File: config.mk
export PLATFORM = sky130hd
export DESIGN_NAME = err_recorder
export DESIGN_NICKNAME = d
export VERILOG_FILES = /design/src/rtl/crcchk_pkg.sv /design/src/rtl/err_recorder.sv
export SDC_FILE = /design/constraint.sdc
export NUM_CORES = 1
export LEC_CHECK = 0
export ABC_AREA = 0
export BUFFER_PORTS_ARGS = -buffer_cell sky130_fd_sc_hd__buf_2
export CAP_MARGIN = 0
export CORE_UTILIZATION = 30
export DETAILED_ROUTE_END_ITERATION = 10
export HOLD_SLACK_MARGIN = 0.15
export SLEW_MARGIN = 10
export SYNTH_ARGS = -nofsm -noshare
export SYNTH_HDL_FRONTEND = slang
export SYNTH_SLANG_ARGS = --single-unit
File: constraint.sdc
create_clock -name clk -period 1.94 [get_ports clk]
set_input_delay 0.194 -clock clk [delete_from_list [all_inputs] [get_ports clk]]
set_output_delay 0.194 -clock clk [all_outputs]
set_load 0.02 [all_outputs]
File: src/rtl/crcchk_pkg.sv
package crcchk_pkg;

  localparam int CRC_W = 16;
  typedef logic [CRC_W-1:0] crc_t;

  localparam crc_t CRC_POLY = 16'h8005;
  localparam crc_t CRC_SEED = 16'h0000;

  // Serial MSB-first update, one data bit per step.
  function automatic crc_t crc16_step(input crc_t crc, input crc_t word);
    crc_t c;
    logic fb;
    c = crc;
    for (int i = CRC_W - 1; i >= 0; i--) begin
      fb = c[CRC_W-1] ^ word[i];
      c  = {c[CRC_W-2:0], 1'b0};
      if (fb) c = c ^ CRC_POLY;
    end
    return c;
  endfunction

  function automatic int idx_width(input int n);
    return (n > 1) ? $clog2(n) : 1;
  endfunction

endpackage

File: src/rtl/err_recorder.sv
module err_recorder
  import crcchk_pkg::*;
#(
  parameter int FIDX_W = 2,
  parameter int DIDX_W = 2,
  parameter int TS_W   = 32,
  parameter int CNT_W  = 16
) (
  input  logic              clk,
  input  logic              rst_n,
  input  logic              frame_end,
  input  crc_t              calc,
  input  crc_t              expect_crc,
  input  logic [DIDX_W-1:0] dev,
  input  logic [FIDX_W-1:0] frame,
  input  logic              ack,
  output logic              irq,
  output logic [DIDX_W-1:0] rec_dev,
  output logic [FIDX_W-1:0] rec_frame,
  output crc_t              rec_calc,
  output crc_t              rec_expect,
  output logic [TS_W-1:0]   rec_time,
  output logic [CNT_W-1:0]  mis_count
);

  localparam logic [CNT_W-1:0] CNT_MAX = '1;

  logic [TS_W-1:0] ts;
  logic mismatch_ev;

  assign mismatch_ev = frame_end && (calc != expect_crc);

  always_ff @(posedge clk) begin
    if (!rst_n) ts <= '0;
    else        ts <= ts + 1'b1;
  end

  always_ff @(posedge clk) begin
    if (!rst_n) begin
      irq        <= 1'b0;
      rec_dev    <= '0;
      rec_frame  <= '0;
      rec_calc   <= '0;
      rec_expect <= '0;
      rec_time   <= '0;
      mis_count  <= '0;
    end else if (mismatch_ev) begin
      irq        <= 1'b1;
      rec_dev    <= dev;
      rec_frame  <= frame;
      rec_calc   <= calc;
      rec_expect <= expect_crc;
      rec_time   <= ts;
      if (mis_count != CNT_MAX) mis_count <= mis_count + 1'b1;
    end else if (irq && ack) begin
      irq <= 1'b0;
    end
  end


  irq_source_chk: assert property (@(posedge clk) disable iff (!rst_n)
    $rose(irq) |-> $past(mismatch_ev));


  record_hold_chk: assert property (@(posedge clk) disable iff (!rst_n)
    ($past(irq) && irq) |-> ($stable(rec_dev) && $stable(rec_frame) &&
      $stable(rec_calc) && $stable(rec_expect) && $stable(rec_time)));


  ack_clear_chk: assert property (@(posedge clk) disable iff (!rst_n)
    (irq && ack) |=> !irq);


  count_sat_chk: assert property (@(posedge clk) disable iff (!rst_n)
    (mis_count == CNT_MAX) |=> (mis_count == CNT_MAX));

endmodule

* Word level (Yosys, flattened, before mapping) *
Cells that the tools add are included.

operators by class
  equality and inequality tests = 2
  $add $sub $neg = 2
  reduce and logical (&&, ||, !) cells = 4
  multiplexer cells = 2

operator list
  operator                 count
  $add A32 B1 Y32 const B  1
  $add A16 B1 Y16 const B  1
  $ne A16 B16 Y1           1
  $ne A16 B16 Y1 const B   1
  $logic_and A1 B1 Y1      2
  $mux W1                  2
  $reduce_and A2 Y1        1
  $reduce_bool A2 Y1       1

storage, ports and cells
  input bits = 40
  output and inout port bits = 85
  flip-flop bits (word level) = 117
  word-level logic and storage cells = 18

* Logic depth before layout (Yosys ltp) *
  depth after elaboration = 3
  mapped depth = 7
  depth with buffers taken out = 6

* Worst setup path before layout *
No wires, ideal clock.

  path type = reg-to-reg
  from = reg mis_count[0]
  to = reg mis_count[0]
  stages on the path, launching flop included = 7
  clock period less this slack = 1.860 ns
  library setup time = 0.124 ns
  path buffers = 0
  path slack = 0.080 ns
  required time = 1.816 ns
  arrival time = 1.736 ns
  cells stage by stage = dfxtp_1 ha_1 nand3_1 nor4_2 nand2b_1 nor2_1 mux2i_1

on the way
  word-level cells in the longest chain between the ends = 2
  elaborated cells between the ends (all ways) = 3
  those cells by class = add/sub: 1; eq/ne: 1; reduce/logical: 1

ends and longest elaborated chain
  element                                                                  line                text
  from (decl)                                                              err_recorder.sv:23  output logic [CNT_W-1:0] mis_count
  from (signal assigned)                                                   err_recorder.sv:54  if (mis_count != CNT_MAX) mis_count <= mis_count + 1'b1;
  parallel branches: the longest is 2 deep, another holds $add A16 B1 Y16  n/a

Parallel ways; which one is timed is not known.
A chain may end at the register's enable or synchronous reset.

* Worst setup path in the final report *
  from = in expect_crc[11]
  to = reg mis_count[14]

on the way
  word-level cells in the longest chain between the ends = 3

ends and longest elaborated chain
  element                             line                text
  from (decl)                         err_recorder.sv:13  input crc_t expect_crc,
  $ne A16 B16 Y1                      err_recorder.sv:31  assign mismatch_ev = frame_end && (calc != expect_crc);
  $logic_and A1 B1 Y1                 err_recorder.sv:31
  $reduce_and A2 Y1 (no source line)  n/a

Every way passes these cells.

==> flow_summary.json <==
{
  "ys_ff_latch": 117,
  "synth.distinct_cells": 42,
  "total_leakage_power_nw": 2.92,
  "gr-total-overflow": 0,
  "cp.arrival_ns": 2.27,
  "fin_worst_skew_ns": 0.00630,
  "crit_fanout": 5,
  "crit_path_start": "expect_crc[11]",
  "die_area_um2": 16900,
  "setup.worst_path.class": "in -> reg",
  "whs_ns": 0.187,
  "viasPerCell": 4.72,
  "critPathBufInv": 3,
  "drt_iter0_markers": 247,
  "crit_family": "buffers and inverters",
  "min_period_ns": 1.93,
  "syn_nets": 629,
  "power.density_nw_per_um2": 858,
  "ys_seq_area_frac": 0.477,
  "die_w_um": 130,
  "worst_pin_slew_ns": 0.434,
  "synth_top_cells_by_count": "dfxtp_1 (117), nand2_1 (94), nand3_1 (83)",
  "slew_headroom": 0.711,
  "r2r_start": "mis_count[2]",
  "irDropWorstVdd_uv": 870,
  "syn_inst": 587,
  "grt_pass1_wl_um": 19700,
  "cts_tree": "yes",
  "synth.avg_cell_area_um2": 8.37,
  "p_total_mw": 6.11,
  "preCtsSetupSlack_ns": -0.0550,
  "crit_chain": "dlygate4sd3_1 > buf_2 > xnor2_1 > nand4_1 > o41a_4 > buf_16 > a21bo_2 > a21oi_2",
  "vias": 4652,
  "route.antenna.remaining_nets": 0,
  "cp_slowest_cell": "dlygate4sd3_1",
  "routed_wl_um": 13800,
  "async_flop_share": 0,
  "endpoint_kind": "register",
  "gp_congestion": 0.793,
  "nets": 799,
  "num_antenna_cells": 0,
  "final_max_slew_viol_count": 0,
  "grt_pass1_vias": 4046,
  "row_count": 46,
  "clk_pin_slew_worst_paths_ns": 0.05,
  "core_area_um2": 15900,
  "numCtsBuffers": 17,
  "synth.largest_area_cell": "dfxtp_1",
  "hold_path_class": "in -> reg",
  "netlist_area_um2": 4910,
  "antenna_found_initial": 0,
  "place_hpwl_um": 8060,
  "hold_viol": 0,
  "yosysMostFrequentCell": "dfxtp_1",
  "setup_violations": 0,
  "start_kind": "input pin",
  "outcome": "complete, no violations",
  "layout-drive-gt1-share": 0.262,
  "clkLatencyLatePin_ns": 0.41,
  "synth_edf_count": 0,
  "routedWlPerCell_um": 14.0,
  "die_y_um": 130,
  "grt_usage": 0.151,
  "yosys_warnings": 0,
  "synth_top_area_frac": 0.477,
  "post-route-period-util": 0.996,
  "synthTopCellsByArea": "dfxtp_1 (48%), nand3_1 (8.5%), nand2_1 (7.2%)",
  "cp.required_ns": 2.28,
  "boundaryPins": 125,
  "fmax_mhz": 518,
  "drc": 0,
  "cts_root_buffer": "clkbuf_16",
  "drtPass1Iterations": 4,
  "port_buffers": 124,
  "area_growth_syn_to_layout_pct": 44.9,
  "cts_sinks": 117,
  "timing.final.ws_setup_ns": 0.00823,
  "start_util": 0.308,
  "grt_max_degree": 104,
  "critical-path-max-stage-delay_ns": 0.53,
  "min_from": "calc[8]",
  "synthFlopType": "dfxtp_1",
  "h-tree-depth": 4,
  "clock_path_buffers": 2,
  "max-cap-violations": 0
}
## state kept, by name, indices dropped and copies added (netlist names)
register,flops
irq,1
mis_count,16
rec_calc,16
rec_dev,2
rec_expect,16
rec_frame,2
rec_time,32
ts,32
## report_power, final
group | internal (mW) | total, mW | switching (mW)
logic | 0.236 | 0.552 | 0.316
clock network | 1.94 | 3.07 | 1.12
registers | 2.46 | 2.50 | 0.0336
total | 4.64 | 6.11 | 1.47
## repair_timing
| item | in CTS | in global routing |
|---|---|---|
| hold buffers | 38 | 0 |
| gates resized for setup | 0 | 21 |
| endpoints found under the setup margin | 0 | 62 |
| setup buffers | 0 | 3 |
| hold endpoints to repair | 38 | 0 |
## per-layer routing
layer,up-vias,GRT usage,wire length [um]
met4,0,0.0705,312
met1,2146,0.196,6630
met2,106,0.226,6270
li1,2374,-,-
met3,26,0.0492,561
met5,-,0,0
## cells by family (layout without fill, tap and decap cells)
kind of cell               Yosys count  after routing  synth area share
DFF                                117            117             0.477
and+or+nand+nor                    288            288             0.296
adders and majority gates            2              2           0.00509
xor gates and xnor gates            45             45            0.0802
buffers and inverters               43            225            0.0333
muxes                               11             11            0.0224
AOI/OAI and AO/OA                   81             82            0.0868
## worst reg2reg max path, cell delays in order, from the launching register on
cell and delay (ns):
dfxtp_1 0.43, nand4_1 0.27, nor3_1 0.26, buf_4 0.16, nand3_1 0.09, o311ai_0 0.30, o41ai_1 0.13
## placed cells by master, fill, tap and decap left out, drive strengths merged, types with 3 or more instances in the layout
cell / instances
nand2: 94
nand3: 83
inv: 4
dlygate4sd3: 36
buf: 145
clkbuf: 24
nand2b: 12
a21oi: 6
nor3: 12
nand4: 16
and3: 4
xor2: 11
nor3b: 3
nor2: 36
clkinv: 8
o21ai: 70
and4: 9
nor4: 7
clkinvlp: 4
dfxtp: 117
mux2i: 11
xnor2: 34
## cell type report
type / instances / area (um2)
Clock buffer: 19 / 453
Clock inverter: 13 / 133
Fill cell: 1550 / 8820
Inverter: 5 / 18.8
Multi-Input combinational cell: 428 / 2500
Sequential cell: 117 / 2340
Tap cell: 216 / 270
Timing Repair Buffer: 188 / 1400
## worst paths after layout
| check | endpoint | slack [ns] | cells after the start |
|---|---|---|---|
| min | rec_calc[8] | 0.19 | 3 |
| max | mis_count[14] | 0.008 | 8 |
| min reg2reg | rec_calc[14] | 0.45 | 2 |
| max reg2reg | mis_count[9] | 0.17 | 6 |
## through the flow
| stage | std cells | setup TNS (ns) | area (um2) | utilization |
|---|---|---|---|---|
| 5_1_grt | 986 | -1.10 | 7120 | 0.447 |
| 3_3_place_gp | 918 | -0.398 | 5930 | 0.372 |
| 3_5_place_dp | 918 | -0.660 | 5930 | 0.372 |
| 6_report | 986 | 0 | 7120 | 0.447 |
| 4_1_cts | 988 | 0 | 6900 | 0.433 |
| 2_1_floorplan | 587 | 0 | 4910 | - |
Power figures use the tool's default switching activity.
